**config.mk**
```make
export PLATFORM = sky130hd
export DESIGN_NAME = road_eoe_fmt
export DESIGN_NICKNAME = d
export VERILOG_FILES = /design/src/rtl/rsf_pkg.sv /design/src/rtl/rsf_timer.sv /design/src/rtl/rsf_ctrl.sv /design/src/rtl/rsf_outreg.sv /design/src/rtl/road_eoe_fmt.sv
export SDC_FILE = /design/constraint.sdc
export NUM_CORES = 1
export LEC_CHECK = 0
export ABC_AREA = 1
export BUFFER_PORTS_ARGS = -buffer_cell sky130_fd_sc_hd__buf_2
export CAP_MARGIN = 20
export CORE_MARGIN = 2
export CORE_UTILIZATION = 44
export DETAILED_ROUTE_END_ITERATION = 10
export PLACE_DENSITY = 0.87
export SYNTH_ARGS = -nofsm -noshare
export SYNTH_HDL_FRONTEND = slang
export SYNTH_SLANG_ARGS = --single-unit
```
**constraint.sdc**
```tcl
create_clock -name clk -period 2.32 [get_ports clk]
set_input_delay 0.116 -clock clk [delete_from_list [all_inputs] [get_ports clk]]
set_output_delay 0.116 -clock clk [all_outputs]
set_load 0.01 [all_outputs]
```
**src/rtl/rsf_pkg.sv**
```systemverilog
package rsf_pkg;
  localparam int WORD_W = 32;
  localparam int KF_W   = 4;

  localparam logic [WORD_W-1:0] OUT_IDLE_WORD = 32'h0000BC50;
  localparam logic [KF_W-1:0]   OUT_IDLE_K    = 4'b0010;
  localparam logic [KF_W-1:0]   ROAD_K        = 4'b0000;
  localparam logic [KF_W-1:0]   EOE_K         = 4'b1000;
  localparam logic [7:0]        EOE_TAG       = 8'hF7;

  typedef enum logic [1:0] {
    SEL_IDLE = 2'd0,
    SEL_ROAD = 2'd1,
    SEL_EOE  = 2'd2
  } out_sel_e;

  typedef enum logic {
    ST_DISARMED = 1'b0,
    ST_ARMED    = 1'b1
  } arm_st_e;
endpackage

```
**src/rtl/rsf_timer.sv**
```systemverilog
module rsf_timer #(
  parameter int LAT_W = 16
) (
  input  logic             clk,
  input  logic             rst_n,
  input  logic             restart,
  input  logic             advance,
  output logic [LAT_W-1:0] elapsed
);
  localparam logic [LAT_W-1:0] CNT_MAX = '1;
  localparam logic [LAT_W-1:0] CNT_ONE = LAT_W'(1);

  logic [LAT_W-1:0] elapsed_nxt;

  always_comb begin
    elapsed_nxt = elapsed;
    if (restart) begin
      elapsed_nxt = CNT_ONE;
    end else if (advance && (elapsed != CNT_MAX)) begin
      elapsed_nxt = elapsed + CNT_ONE;
    end
  end

  always_ff @(posedge clk or negedge rst_n) begin
    if (!rst_n) begin
      elapsed <= '0;
    end else if (restart || advance) begin
      elapsed <= elapsed_nxt;
    end
  end
endmodule

```
**src/rtl/rsf_ctrl.sv**
```systemverilog
module rsf_ctrl
  import rsf_pkg::*;
(
  input  logic     clk,
  input  logic     rst_n,
  input  logic     en,
  input  logic     init_evt,
  input  logic     is_road,
  input  logic     lat_met,
  output logic     restart,
  output logic     advance,
  output out_sel_e sel,
  output logic     late_flag
);
  arm_st_e st_q, st_n;
  logic    late_n;

  always_comb begin
    st_n    = st_q;
    late_n  = late_flag;
    sel     = SEL_IDLE;
    restart = 1'b0;
    advance = 1'b0;
    if (en) begin
      if (init_evt) begin
        restart = 1'b1;
        st_n    = ST_ARMED;
        if (is_road) sel = SEL_ROAD;
      end else if (st_q == ST_ARMED) begin
        advance = 1'b1;
        if (is_road) begin
          sel = SEL_ROAD;
        end else if (lat_met) begin
          sel  = SEL_EOE;
          st_n = ST_DISARMED;
        end
      end else if (is_road) begin
        late_n = 1'b1;
      end
    end
  end

  always_ff @(posedge clk or negedge rst_n) begin
    if (!rst_n) begin
      st_q      <= ST_DISARMED;
      late_flag <= 1'b0;
    end else begin
      st_q      <= st_n;
      late_flag <= late_n;
    end
  end
endmodule

```
**src/rtl/rsf_outreg.sv**
```systemverilog
module rsf_outreg
  import rsf_pkg::*;
#(
  parameter int ID_W  = 16,
  parameter int ERR_W = 8
) (
  input  logic              clk,
  input  logic              rst_n,
  input  out_sel_e          sel,
  input  logic [WORD_W-1:0] in_word,
  input  logic [ID_W-1:0]   evt_id,
  input  logic [ERR_W-1:0]  err_code,
  output logic [WORD_W-1:0] out_word,
  output logic [KF_W-1:0]   out_k,
  output logic              eoe_pulse
);
  logic [WORD_W-1:0] word_n;
  logic [KF_W-1:0]   k_n;
  logic              pulse_n;

  always_comb begin
    word_n  = OUT_IDLE_WORD;
    k_n     = OUT_IDLE_K;
    pulse_n = 1'b0;
    unique case (sel)
      SEL_ROAD: begin
        word_n = in_word;
        k_n    = ROAD_K;
      end
      SEL_EOE: begin
        word_n  = {EOE_TAG, err_code, evt_id};
        k_n     = EOE_K;
        pulse_n = 1'b1;
      end
      default: ;
    endcase
  end

  always_ff @(posedge clk or negedge rst_n) begin
    if (!rst_n) begin
      out_word  <= OUT_IDLE_WORD;
      out_k     <= OUT_IDLE_K;
      eoe_pulse <= 1'b0;
    end else begin
      out_word  <= word_n;
      out_k     <= k_n;
      eoe_pulse <= pulse_n;
    end
  end
endmodule

```
**src/rtl/road_eoe_fmt.sv**
```systemverilog
module road_eoe_fmt
  import rsf_pkg::*;
#(
  parameter int LAT_W = 16,
  parameter int ID_W  = 16,
  parameter int ERR_W = 8
) (
  input  logic                 clk,
  input  logic                 rst_n,
  input  logic                 en,
  input  logic                 init_evt,
  input  logic [LAT_W-1:0]     lat_cfg,
  input  logic [ID_W-1:0]      evt_id,
  input  logic [ERR_W-1:0]     err_code,
  input  logic [WORD_W-1:0]    in_word,
  input  logic [KF_W-1:0]      in_k,
  output logic [WORD_W-1:0]    out_word,
  output logic [KF_W-1:0]      out_k,
  output logic                 eoe_pulse,
  output logic                 late_road
);
  logic             is_road;
  logic             lat_met;
  logic             restart;
  logic             advance;
  logic [LAT_W-1:0] elapsed;
  out_sel_e         sel;

  assign is_road = (in_k == ROAD_K);
  assign lat_met = (elapsed >= lat_cfg);

  rsf_timer #(.LAT_W(LAT_W)) u_timer (
    .clk     (clk),
    .rst_n   (rst_n),
    .restart (restart),
    .advance (advance),
    .elapsed (elapsed)
  );

  rsf_ctrl u_ctrl (
    .clk       (clk),
    .rst_n     (rst_n),
    .en        (en),
    .init_evt  (init_evt),
    .is_road   (is_road),
    .lat_met   (lat_met),
    .restart   (restart),
    .advance   (advance),
    .sel       (sel),
    .late_flag (late_road)
  );

  rsf_outreg #(.ID_W(ID_W), .ERR_W(ERR_W)) u_out (
    .clk       (clk),
    .rst_n     (rst_n),
    .sel       (sel),
    .in_word   (in_word),
    .evt_id    (evt_id),
    .err_code  (err_code),
    .out_word  (out_word),
    .out_k     (out_k),
    .eoe_pulse (eoe_pulse)
  );
endmodule

```
==> impl_metrics.tcl, run 1 <==
set metrics [dict create \
    status "complete, no violations" \
    setup_viol 0 \
    ys_warn_count 0 \
    yosys-top-cells-count "91 x nand2_1, 44 x dfrtp_1, 40 x inv_1, 24 x a21oi_1, 21 x nor2_1" \
    fmax_mhz 463 \
    min_period_ps 2160 \
    area_delta_synth_final_pct 33.1 \
    fin_nets 575 \
    rows 29 \
    synth.area.top_cells "dfrtp_1 38%, nand2_1 12%, ha_1 8.6%" \
    die_h_um 85.1 \
    start_kind "flop" \
    synthMuxAreaShare_pct 0 \
    peakVddDrop_mv 0.380 \
    ys.flop_type "dfrtp_1" \
    multi_input_area_um2 1390 \
    seq_area_um2 1310 \
    synthAdderAreaFrac_pct 8.64 \
    ys_ff_latch 52 \
    seq_area_frac_synth_pct 45.3 \
    yosysTopAreaCell "dfrtp_1" \
    first_global_vias 2718 \
    hold_viol 0 \
    grt_pass1_wl_mm 11.8 \
    vias 2780 \
    drt-total-wl_mm 7.51 \
    p_int_mw 1.38 \
    synth-compound-area-share_pct 11.5 \
    syn_area_um2 2900 \
    crit_path_frequent_cell "nand2_1" \
    portBuffers 115 \
    crit_required_ps 2520 \
    fin_skew_ps 9.10 \
    leakage_nw 2.09 \
    slew_viol_final 0 \
    cts_max_level 2 \
    power_switching_mw 0.473 \
    min_period_over_period_pct 93.2 \
    worstMarginPinSlew_ps 625 \
    synth_top_cell_area_share_pct 38.0 \
    core-area_um2 6350 \
    fillers 571 \
    die_w_um 85.1 \
    power_frac_seq_pct 51.1 \
    powerDensity_nw_per_um2 481 \
    root_buffer "clkbuf_8" \
    io_pins 118 \
    wl_per_cell_um 13.6 \
    cts_buffer_depth 2 \
    drtAntennaViolNets 0 \
    end_kind "flop" \
    n_antenna_cell 0 \
    grt_overflow 0 \
    drtIter0Drc 155 \
    synthXorXnorAreaFrac_pct 2.72 \
    arrival_ps 2360 \
    gp_congestion 0.904 \
    power.share.clock_pct 33.5 \
    dp_hpwl_mm 5.86 \
    clock-sinks 52 \
    die_area_um2 7250 \
    track_usage_pct 20.3 \
    swShare_pct 25.5 \
    relSlewSlack_pct 58.3 \
    grt_max_degree 33 \
    place_inst 540 \
    yosysMostFrequentCell "nand2_1" \
    synth-edff-count 0 \
    hold_path_class "in -> reg" \
    fin_area_um2 3850 \
    synth_area_per_cell_um2 8.39 \
    crit_type "reg -> reg" \
    pwr-share-comb_pct 15.4 \
    clkSlewWorstSetupHoldPaths_ps 100 \
    cap_violations 0 \
    synth_top_family_by_area "simple AND/OR/NAND/NOR gates" \
    drive_gt1_share_pct 38.2 \
    slowest_stage "dfrtp_1" \
    viasPerCell 5.03 \
    async_reset_ff_share_pct 100 \
    synth_cells 345 \
    start_util_pct 45.6 \
    dr.pass1.iters 4 \
    cts_tree "built" \
    critPathMaxFanout 8 \
    hold_ws_ps 40.0 \
    worstPathCellList "ha_1 -> nand2_1 -> nand2_1 -> nand2_1 -> nand2_1 -> nand2_1 -> nand2_1 -> nand2_1 -> nand2_2 -> nand3_2 -> ha_4 -> clkinvlp_4 -> nand2_4 -> nand2_1" \
    clock_latency_ps 300 \
    cts_made_buffers 5 \
    slowest_delay_ps 430 \
    placed_area_um2 3650 \
    final_cells 553 \
    synth-simple-area-share_pct 23.2 \
    antenna_found_initial 0 \
    synth.distinct_cells 30 \
    drc 0 \
]
[power by group through the flow]
stage	clock network (mW)	logic, mW	registers, mW
after floorplan	0	0.130	0.966
after global placement	0	0.250	0.963
after detailed placement	0	0.267	0.966
after CTS	0.629	0.269	0.949
after global routing	0.673	0.322	0.949
final	0.620	0.286	0.947
[path summary, 6_finish.rpt]
| kind | startpoint | endpoint | slack (ps) | depth (start not counted) |
|---|---|---|---|---|
| max reg2reg | u_timer.elapsed[1] | u_out.out_word[29] | 160 | 14 |
| min reg2reg | u_ctrl.late_flag | u_ctrl.late_flag | 480 | 1 |
| max in group asynchronous | rst_n | u_out.out_word[12] | 1320 | 3 |
| max | u_timer.elapsed[1] | u_out.out_word[29] | 160 | 14 |
| min | evt_id[1] | u_out.out_word[1] | 40 | 3 |
| min in group asynchronous | rst_n | u_timer.elapsed[11] | 370 | 2 |
[cell families after synthesis]
kind of cell | count (synthesis)
and+or+nand+nor | 154
buffers and inverters | 58
DFF | 52
AOI/OAI and AO/OA | 51
adders and majority gates | 20
xor gates and xnor gates | 9
other | 1
[state kept, by name, indices dropped and copies added (netlist names)]
name              count
u_ctrl.st_q           1
u_out.out_k           2
u_timer.elapsed      16
u_out.out_word       32
u_ctrl.late_flag      1
[metrics by stage]
stage | setup WS [ps] | power (mW) | TNS [ps] | util, %
floorplan | 85.9 | 1.10 | 0 | -
global placement | 94.4 | 1.21 | 0 | 57.5
detailed placement | 15.1 | 1.23 | 0 | 57.5
CTS | 2.03 | 1.85 | 0 | 59.4
global route | -2.62 | 1.94 | -2.62 | 60.7
finish | 159 | 1.85 | 0 | 60.7
[what timing repair did]
item,CTS,global route
hold buffers,1,0
gates resized for setup,0,14
buffers inserted,0,3
endpoints found under the hold margin,24,0
endpoints found under the setup margin,0,24
[placed cells by master, fill, tap and decap left out, drive strengths merged]
master,count
dfstp,8
xor2,8
clkinv,1
inv,43
dlygate4sd3,1
a221o,7
nor3,9
a31o,1
nor2,21
ha,20
conb,2
nand3,21
clkinvlp,2
o31ai,4
nand2,96
xnor2,1
dfrtp,44
nand4,5
bufinv,1
nor3b,1
clkbuf,5
o21ai,14
a21oi,25
buf,135
nor4,1
[routing by layer]
metal  vias up  routed length (um)  track usage (%)
met4         0                  59             4.33
li1       1372                   -                -
met5         -                   0                0
met3         5                 415             3.89
met1      1300                2980             23.7
met2       103                4050             38.4
[layout make-up]
type	instances	share of cell area [%]
Multi-Input combinational cell	236	36.0
Sequential cell	52	34.0
Clock inverter	3	1.10
Inverter	44	4.38
Clock buffer	5	1.79
Tap cell	77	2.50
Timing Repair Buffer	136	20.2
[worst max-delay path, delay by kind of cell (launching register included)]
family / cells / cell delay, ps
adder cells (fa/ha/maj): 2 / 640
buffers and inverters: 1 / 170
flip-flops: 1 / 430
AND/OR/NAND/NOR: 11 / 800
Note: power is estimated with default switching activity, not from simulation.
==> run 2, diff against run 1 <==
CELL_PAD_IN_SITES_DETAIL_PLACEMENT = 1   (was unset)
CELL_PAD_IN_SITES_GLOBAL_PLACEMENT = 2   (was unset)
CORE_UTILIZATION = 24   (was 44)
PLACE_DENSITY = 0.86   (was 0.87)
==> run 2 against run 1 <==
Net effect: sequential power decreased by 0.6%; design area is 4.4% higher; setup slack worse by 56 ps; total power is 15% higher; register-to-register slack got worse by 60 ps; clock power rose by 44%; worst hold slack improved by 1.7 ps; count of clock-buffer cells in the layout increased by 1; critical path type unchanged.
==> impl_metrics.tcl, run 2 (same netlist as run 1, synthesis figures left out) <==
set metrics [dict create \
    drc 0 \
    fmax_mhz 451 \
    track_usage_pct 13.5 \
    grt_pass1_wl_mm 14.0 \
    arrival_ps 2430 \
    ff2ff_path_depth 10 \
    powerDensity_nw_per_um2 529 \
    top_regs "u_out.out_word x32, u_timer.elapsed x16, u_out.out_k x2" \
    drive_gt1_share_pct 38.2 \
    clock_latency_ps 290 \
    post-cts-setup-buffer-count 0 \
    portBuffers 115 \
    crit_family "compound AO/OA/AOI/OAI gates" \
    peakVddDrop_mv 0.266 \
    fin_area_um2 4020 \
    end_kind "flop" \
    layout_common_cells "115 x buf_2, 89 x nand2_1, 44 x dfrtp_1" \
    hold_depth 3 \
    drt-total-wl_mm 8.54 \
    grt_overflow 0 \
    die_area_um2 13000 \
    viasPerCell 4.47 \
    io_pins 118 \
    final_util_pct 33.8 \
    gp_congestion 0.776 \
    fin_nets 576 \
    first_global_vias 3006 \
    cts_made_buffers 5 \
    crit_required_ps 2540 \
    cap_violations 0 \
    worst-path-buf-inv 2 \
    min_period_ps 2220 \
    slew_viol_final 0 \
    cts_tree "built" \
    final_cells 624 \
    regMostFlops "u_out.out_word" \
    placed_area_um2 3790 \
    hold_viol 0 \
    start_util_pct 24.3 \
    multi_input_area_um2 1390 \
    area_delta_synth_final_pct 38.9 \
    fin_skew_ps 9.44 \
    root_buffer "clkbuf_16" \
    dr.pass1.iters 4 \
    dp_hpwl_mm 6.88 \
    drtAntennaViolNets 0 \
    largest_reg_flops 32 \
    vias 2789 \
    setup_viol 0 \
    worstPathCellList "ha_1 -> a21oi_2 -> o21ai_0 -> a21oi_1 -> nand2_2 -> nand3_2 -> inv_1 -> ha_2 -> buf_4 -> a221o_1" \
    fin_total_pwr_mw 2.13 \
    final_common_cell "buf_2" \
    n_antenna_cell 0 \
    slowest_delay_ps 410 \
    fin_tns_setup_ps 0 \
    min_period_over_period_pct 95.6 \
    antenna_found_initial 0 \
    cp.depth 10 \
    clkSlewWorstSetupHoldPaths_ps 70 \
    hold_path_class "in -> reg" \
    seq_area_um2 1310 \
    crit_type "reg -> reg" \
    rsz0062_at_grt "false" \
    die_h_um 114 \
    critPathMaxFanout 7 \
    fillers 1467 \
    cts_buffer_depth 2 \
    status "complete, no violations" \
    drtIter0Drc 40 \
    rows 40 \
    wl_per_cell_um 13.7 \
    grt_max_degree 53 \
    leakage_nw 2.13 \
    slowest_stage "dfrtp_1" \
    place_inst 615 \
    core-area_um2 11900 \
    clock-sinks 52 \
    cts_max_level 2 \
    start_kind "flop" \
    die_w_um 114 \
]
-- run 2: cell count changes in the layout (fill, tap and decap cells not counted), moves of 2 or more --
cell	change
clkbuf_16	+5
clkbuf_8	-4
clkinvlp_4	-2
inv_1	+2
-- run 2: path summary, 6_finish.rpt --
kind,startpoint,slack [ps],to
worst max-delay path,u_timer.elapsed[11],100,u_out.out_word[11]
worst min-delay path,in_word[27],40,u_out.out_word[27]
worst max register to register,u_timer.elapsed[11],100,u_out.out_word[11]
worst min register to register,u_ctrl.late_flag,470,u_ctrl.late_flag
max in group asynchronous,rst_n,1670,u_out.out_k[1]
min in group asynchronous,rst_n,350,u_timer.elapsed[13]
-- run 2: area by class of cell --
cell class / count / share of cell area (%)
multi-input combinational: 236 / 34.6
sequential: 52 / 32.6
timing repair buffer: 137 / 19.7
tap: 147 / 4.57
inverter: 44 / 4.11
clock buffer: 6 / 3.45
clock inverter: 2 / 0.965
-- run 2: repair_timing --
| action | CTS | global route |
|---|---|---|
| hold buffers | 1 | 0 |
| setup endpoints to repair | 0 | 32 |
| hold endpoints to repair | 44 | 0 |
| resized for setup | 0 | 8 |
-- run 2: where the power goes --
group / internal (mW) / leakage, nW / total (mW) / switching, mW
logic: 0.132 / 1.35 / 0.294 / 0.162
clock network: 0.541 / 0.0871 / 0.894 / 0.352
registers: 0.930 / 0.690 / 0.941 / 0.0113
-- run 2: routing by layer --
layer / track usage, % / vias up / share of wire [%]
met4: 2.93 / 0 / 0.67
li1: - / 1376 / -
met2: 24.1 / 112 / 48
met1: 15.3 / 1296 / 41
met3: 5.42 / 5 / 10
met5: 0 / - / 0
-- run 2: per-stage QoR --
stage / worst slack [ps] / hold slack (ps)
4_1_cts: 32.1 / 31.2
3_3_place_gp: 107 / 136
2_1_floorplan: 85.9 / -180
3_5_place_dp: 46.3 / 140
6_report: 102 / 41.7
5_1_grt: 9.25 / 56.2
-- run 2: worst reg2reg max path, cell delays in order (launching register included) --
cell	delay, ps
dfrtp_1	410
ha_1	330
a21oi_2	130
o21ai_0	90
a21oi_1	230
nand2_2	110
nand3_2	100
inv_1	70
ha_2	190
buf_4	160
a221o_1	330
==> run 3, diff against run 2 <==
ABC_AREA = unset   (was 1)
CORE_UTILIZATION = 25   (was 24)
==> run 3 against run 2 <==
Net effect: the run now ends with negative setup slack left; clock power decreased by 39%; core utilization rose by 4.2 points; cell count fell by 15%; critical endpoint is now u_out.out_word[1]; largest power group unchanged.
==> impl_metrics.tcl, run 3 <==
set metrics [dict create \
    root_buffer "clkbuf_8" \
    end_kind "flop" \
    wl_per_cell_um 14.5 \
    die_w_um 106 \
    clock_latency_ps 300 \
    layout_common_cells "115 x buf_2, 44 x dfrtp_1, 35 x buf_4" \
    antenna_found_initial 0 \
    arrival_ps 3150 \
    pwr-share-comb_pct 14.8 \
    drtIter0Drc 40 \
    power_frac_seq_pct 53.7 \
    min_period_over_period_pct 125 \
    crit_type "reg -> reg" \
    regMostFlops "u_out.out_word" \
    grt_max_degree 20 \
    p_int_mw 1.30 \
    top_regs "u_out.out_word x32, u_timer.elapsed x16, u_out.out_k x2" \
    gp_congestion 0.755 \
    async_reset_ff_share_pct 100 \
    largest_reg_flops 32 \
    layout_setup_ws_ps -586 \
    drtAntennaViolNets 0 \
    swShare_pct 25.1 \
    fillers 1199 \
    synth_top_cell_area_share_pct 42.0 \
    ys.flop_type "dfrtp_1" \
    slew_viol_final 0 \
    clock-sinks 52 \
    hold_depth 2 \
    hold_viol 0 \
    n_antenna_cell 0 \
    seq_area_um2 1310 \
    die_area_um2 11300 \
    drive_gt1_share_pct 48.4 \
    hp-start "in_word[2]" \
    core-area_um2 10200 \
    drt-total-wl_mm 7.73 \
    synth_area_per_cell_um2 10.8 \
    ys_warn_count 0 \
    ys_ff_latch 52 \
    yosysMostFrequentCell "dfrtp_1" \
    cts_made_buffers 5 \
    multi_input_area_um2 1290 \
    synth_cells 242 \
    ff2ff_path_depth 12 \
    power_switching_mw 0.436 \
    hold_path_end "u_out.out_word[2]" \
    track_usage_pct 14.1 \
    cap_violations 0 \
    dp_hpwl_mm 6.16 \
    rsz0062_at_grt "true" \
    hold_path_class "in -> reg" \
    power.share.clock_pct 31.5 \
    violations "negative setup slack" \
    synth.distinct_cells 46 \
    peakVddDrop_mv 0.217 \
    min_period_ps 2910 \
    grt_pass1_wl_mm 12.8 \
    fin_nets 496 \
    start_kind "flop" \
    yosys-top-cells-count "44 x dfrtp_1, 22 x nor2_1, 21 x inv_1, 20 x ha_1, 17 x a22o_1" \
    yosysTopAreaCell "dfrtp_1" \
    cts_tree "built" \
    final_common_cell "buf_2" \
    grt_overflow 0 \
    crit_required_ps 2570 \
    drc 0 \
    powerDensity_nw_per_um2 446 \
    dr.pass1.iters 3 \
    synth.area.top_cells "dfrtp_1 42%, ha_1 9.6%, dfstp_2 8.0%" \
    regToRegSetupSlack_ps -590 \
    vias 2412 \
    cts_buffer_depth 2 \
    reg2reg_from "u_timer.elapsed[10]" \
    syn_area_um2 2620 \
    final_util_pct 38.0 \
    io_pins 118 \
    hold_ws_ps 22.5 \
    status "finished, violations left" \
    area_delta_synth_final_pct 48.4 \
    start_util_pct 25.6 \
    die_h_um 106 \
    setup_viol 34 \
    portBuffers 115 \
    r2r_end "u_out.out_word[1]" \
    seq_area_frac_synth_pct 50.1 \
    cts_max_level 2 \
    fmax_mhz 344 \
    synth-edff-count 0 \
    viasPerCell 4.53 \
    leakage_nw 2.00 \
    fin_skew_ps 7.46 \
    critPathMaxFanout 5 \
    first_global_vias 2651 \
    clkSlewWorstSetupHoldPaths_ps 100 \
    rows 37 \
]
==> run 3: cell count changes after synthesis, moves of 4 or more <==
| cell | change |
|---|---|
| xnor2_1 | +8 |
| nand2_2 | -5 |
| inv_1 | -19 |
| nand3_1 | -13 |
| inv_2 | -4 |
| a22o_1 | +17 |
| a21oi_1 | -9 |
| o21ai_2 | -7 |
| nand2_1 | -77 |
| xor2_1 | -8 |
| o31ai_1 | -4 |
==> run 3: how the worst max path moves through the flow <==
| stage | startpoint | end | slack (ps) | cells after the start |
|---|---|---|---|---|
| after floorplan | u_timer.elapsed[9] | u_out.out_word[14] | -570 | 11 |
| after global routing | u_timer.elapsed[11] | u_out.out_word[7] | -710 | 12 |
| after global placement | u_timer.elapsed[9] | u_out.out_word[16] | -1110 | 10 |
| final | u_timer.elapsed[10] | u_out.out_word[1] | -590 | 12 |
| after detailed placement | u_timer.elapsed[11] | u_out.out_word[18] | -1250 | 10 |
| after CTS | u_timer.elapsed[10] | u_out.out_word[7] | -600 | 12 |
==> run 3: cells by family after synthesis <==
| family | Yosys count | synth area share, % |
|---|---|---|
| other | 1 | 0.143 |
| AO/OA/AOI/OAI | 56 | 16.7 |
| multiplexers | 2 | 0.764 |
| AND/OR/NAND/NOR | 70 | 14.8 |
| XOR/XNOR | 9 | 3.01 |
| flip-flops | 52 | 50.1 |
| adder cells (fa/ha/maj) | 20 | 9.56 |
| buffers and inverters | 32 | 5.02 |
==> run 3: stage by stage <==
| stage | instances | worst slack [ps] | instance area [um^2] | power [mW] | setup TNS [ps] |
|---|---|---|---|---|---|
| after global placement | 515 | -1110 | 3630 | 1.19 | -25660 |
| after global routing | 533 | -715 | 3880 | 1.83 | -22240 |
| final | 533 | -586 | 3880 | 1.73 | -18240 |
| after floorplan | 243 | -572 | 2700 | 1.04 | -13590 |
| after detailed placement | 515 | -1250 | 3630 | 1.20 | -28600 |
| after CTS | 530 | -595 | 3850 | 1.75 | -18530 |
==> run 3: timing repair <==
item,in CTS,in global routing
setup endpoints to repair,34,34
hold endpoints to repair,15,0
hold buffers,1,0
pin swaps,4,6
gates resized for setup,15,5
gates cloned,1,1
setup buffers,5,2
==> run 3: area by class of cell <==
class / count / share of cell area (%)
clock inverters: 2 / 0.386
clock buffers: 6 / 2.13
flip-flops and latches: 52 / 33.8
inverters: 21 / 2.03
multi-input cells: 159 / 33.2
well taps: 136 / 4.38
repair buffers: 157 / 24.1
==> run 3: power groups by stage <==
stage	Sequential, mW	Combinational, mW	Clock, mW
CTS	0.931	0.255	0.567
detailed placement	0.948	0.248	0
global placement	0.948	0.239	0
global route	0.932	0.289	0.607
floorplan	0.954	0.0902	0
finish	0.930	0.257	0.546
==> run 3: critical path, stage by stage (launching register included) <==
cell     delay (ps)
dfrtp_1         420
ha_4            280
nand4_1         140
or4_1           520
o32a_1          290
a31oi_1         180
buf_4           160
nand2_4          50
ha_4            230
buf_8           120
nor2b_4         170
buf_6           140
a22o_1          140
==> run 3: metal layers <==
layer / up-vias / global-route usage [%] / share of wire [%]
li1: 1163 / - / -
met1: 1162 / 16.8 / 41
met2: 78 / 24.5 / 50
met3: 9 / 3.86 / 6.7
met4: 0 / 4.51 / 1.8
met5: - / 0 / 0
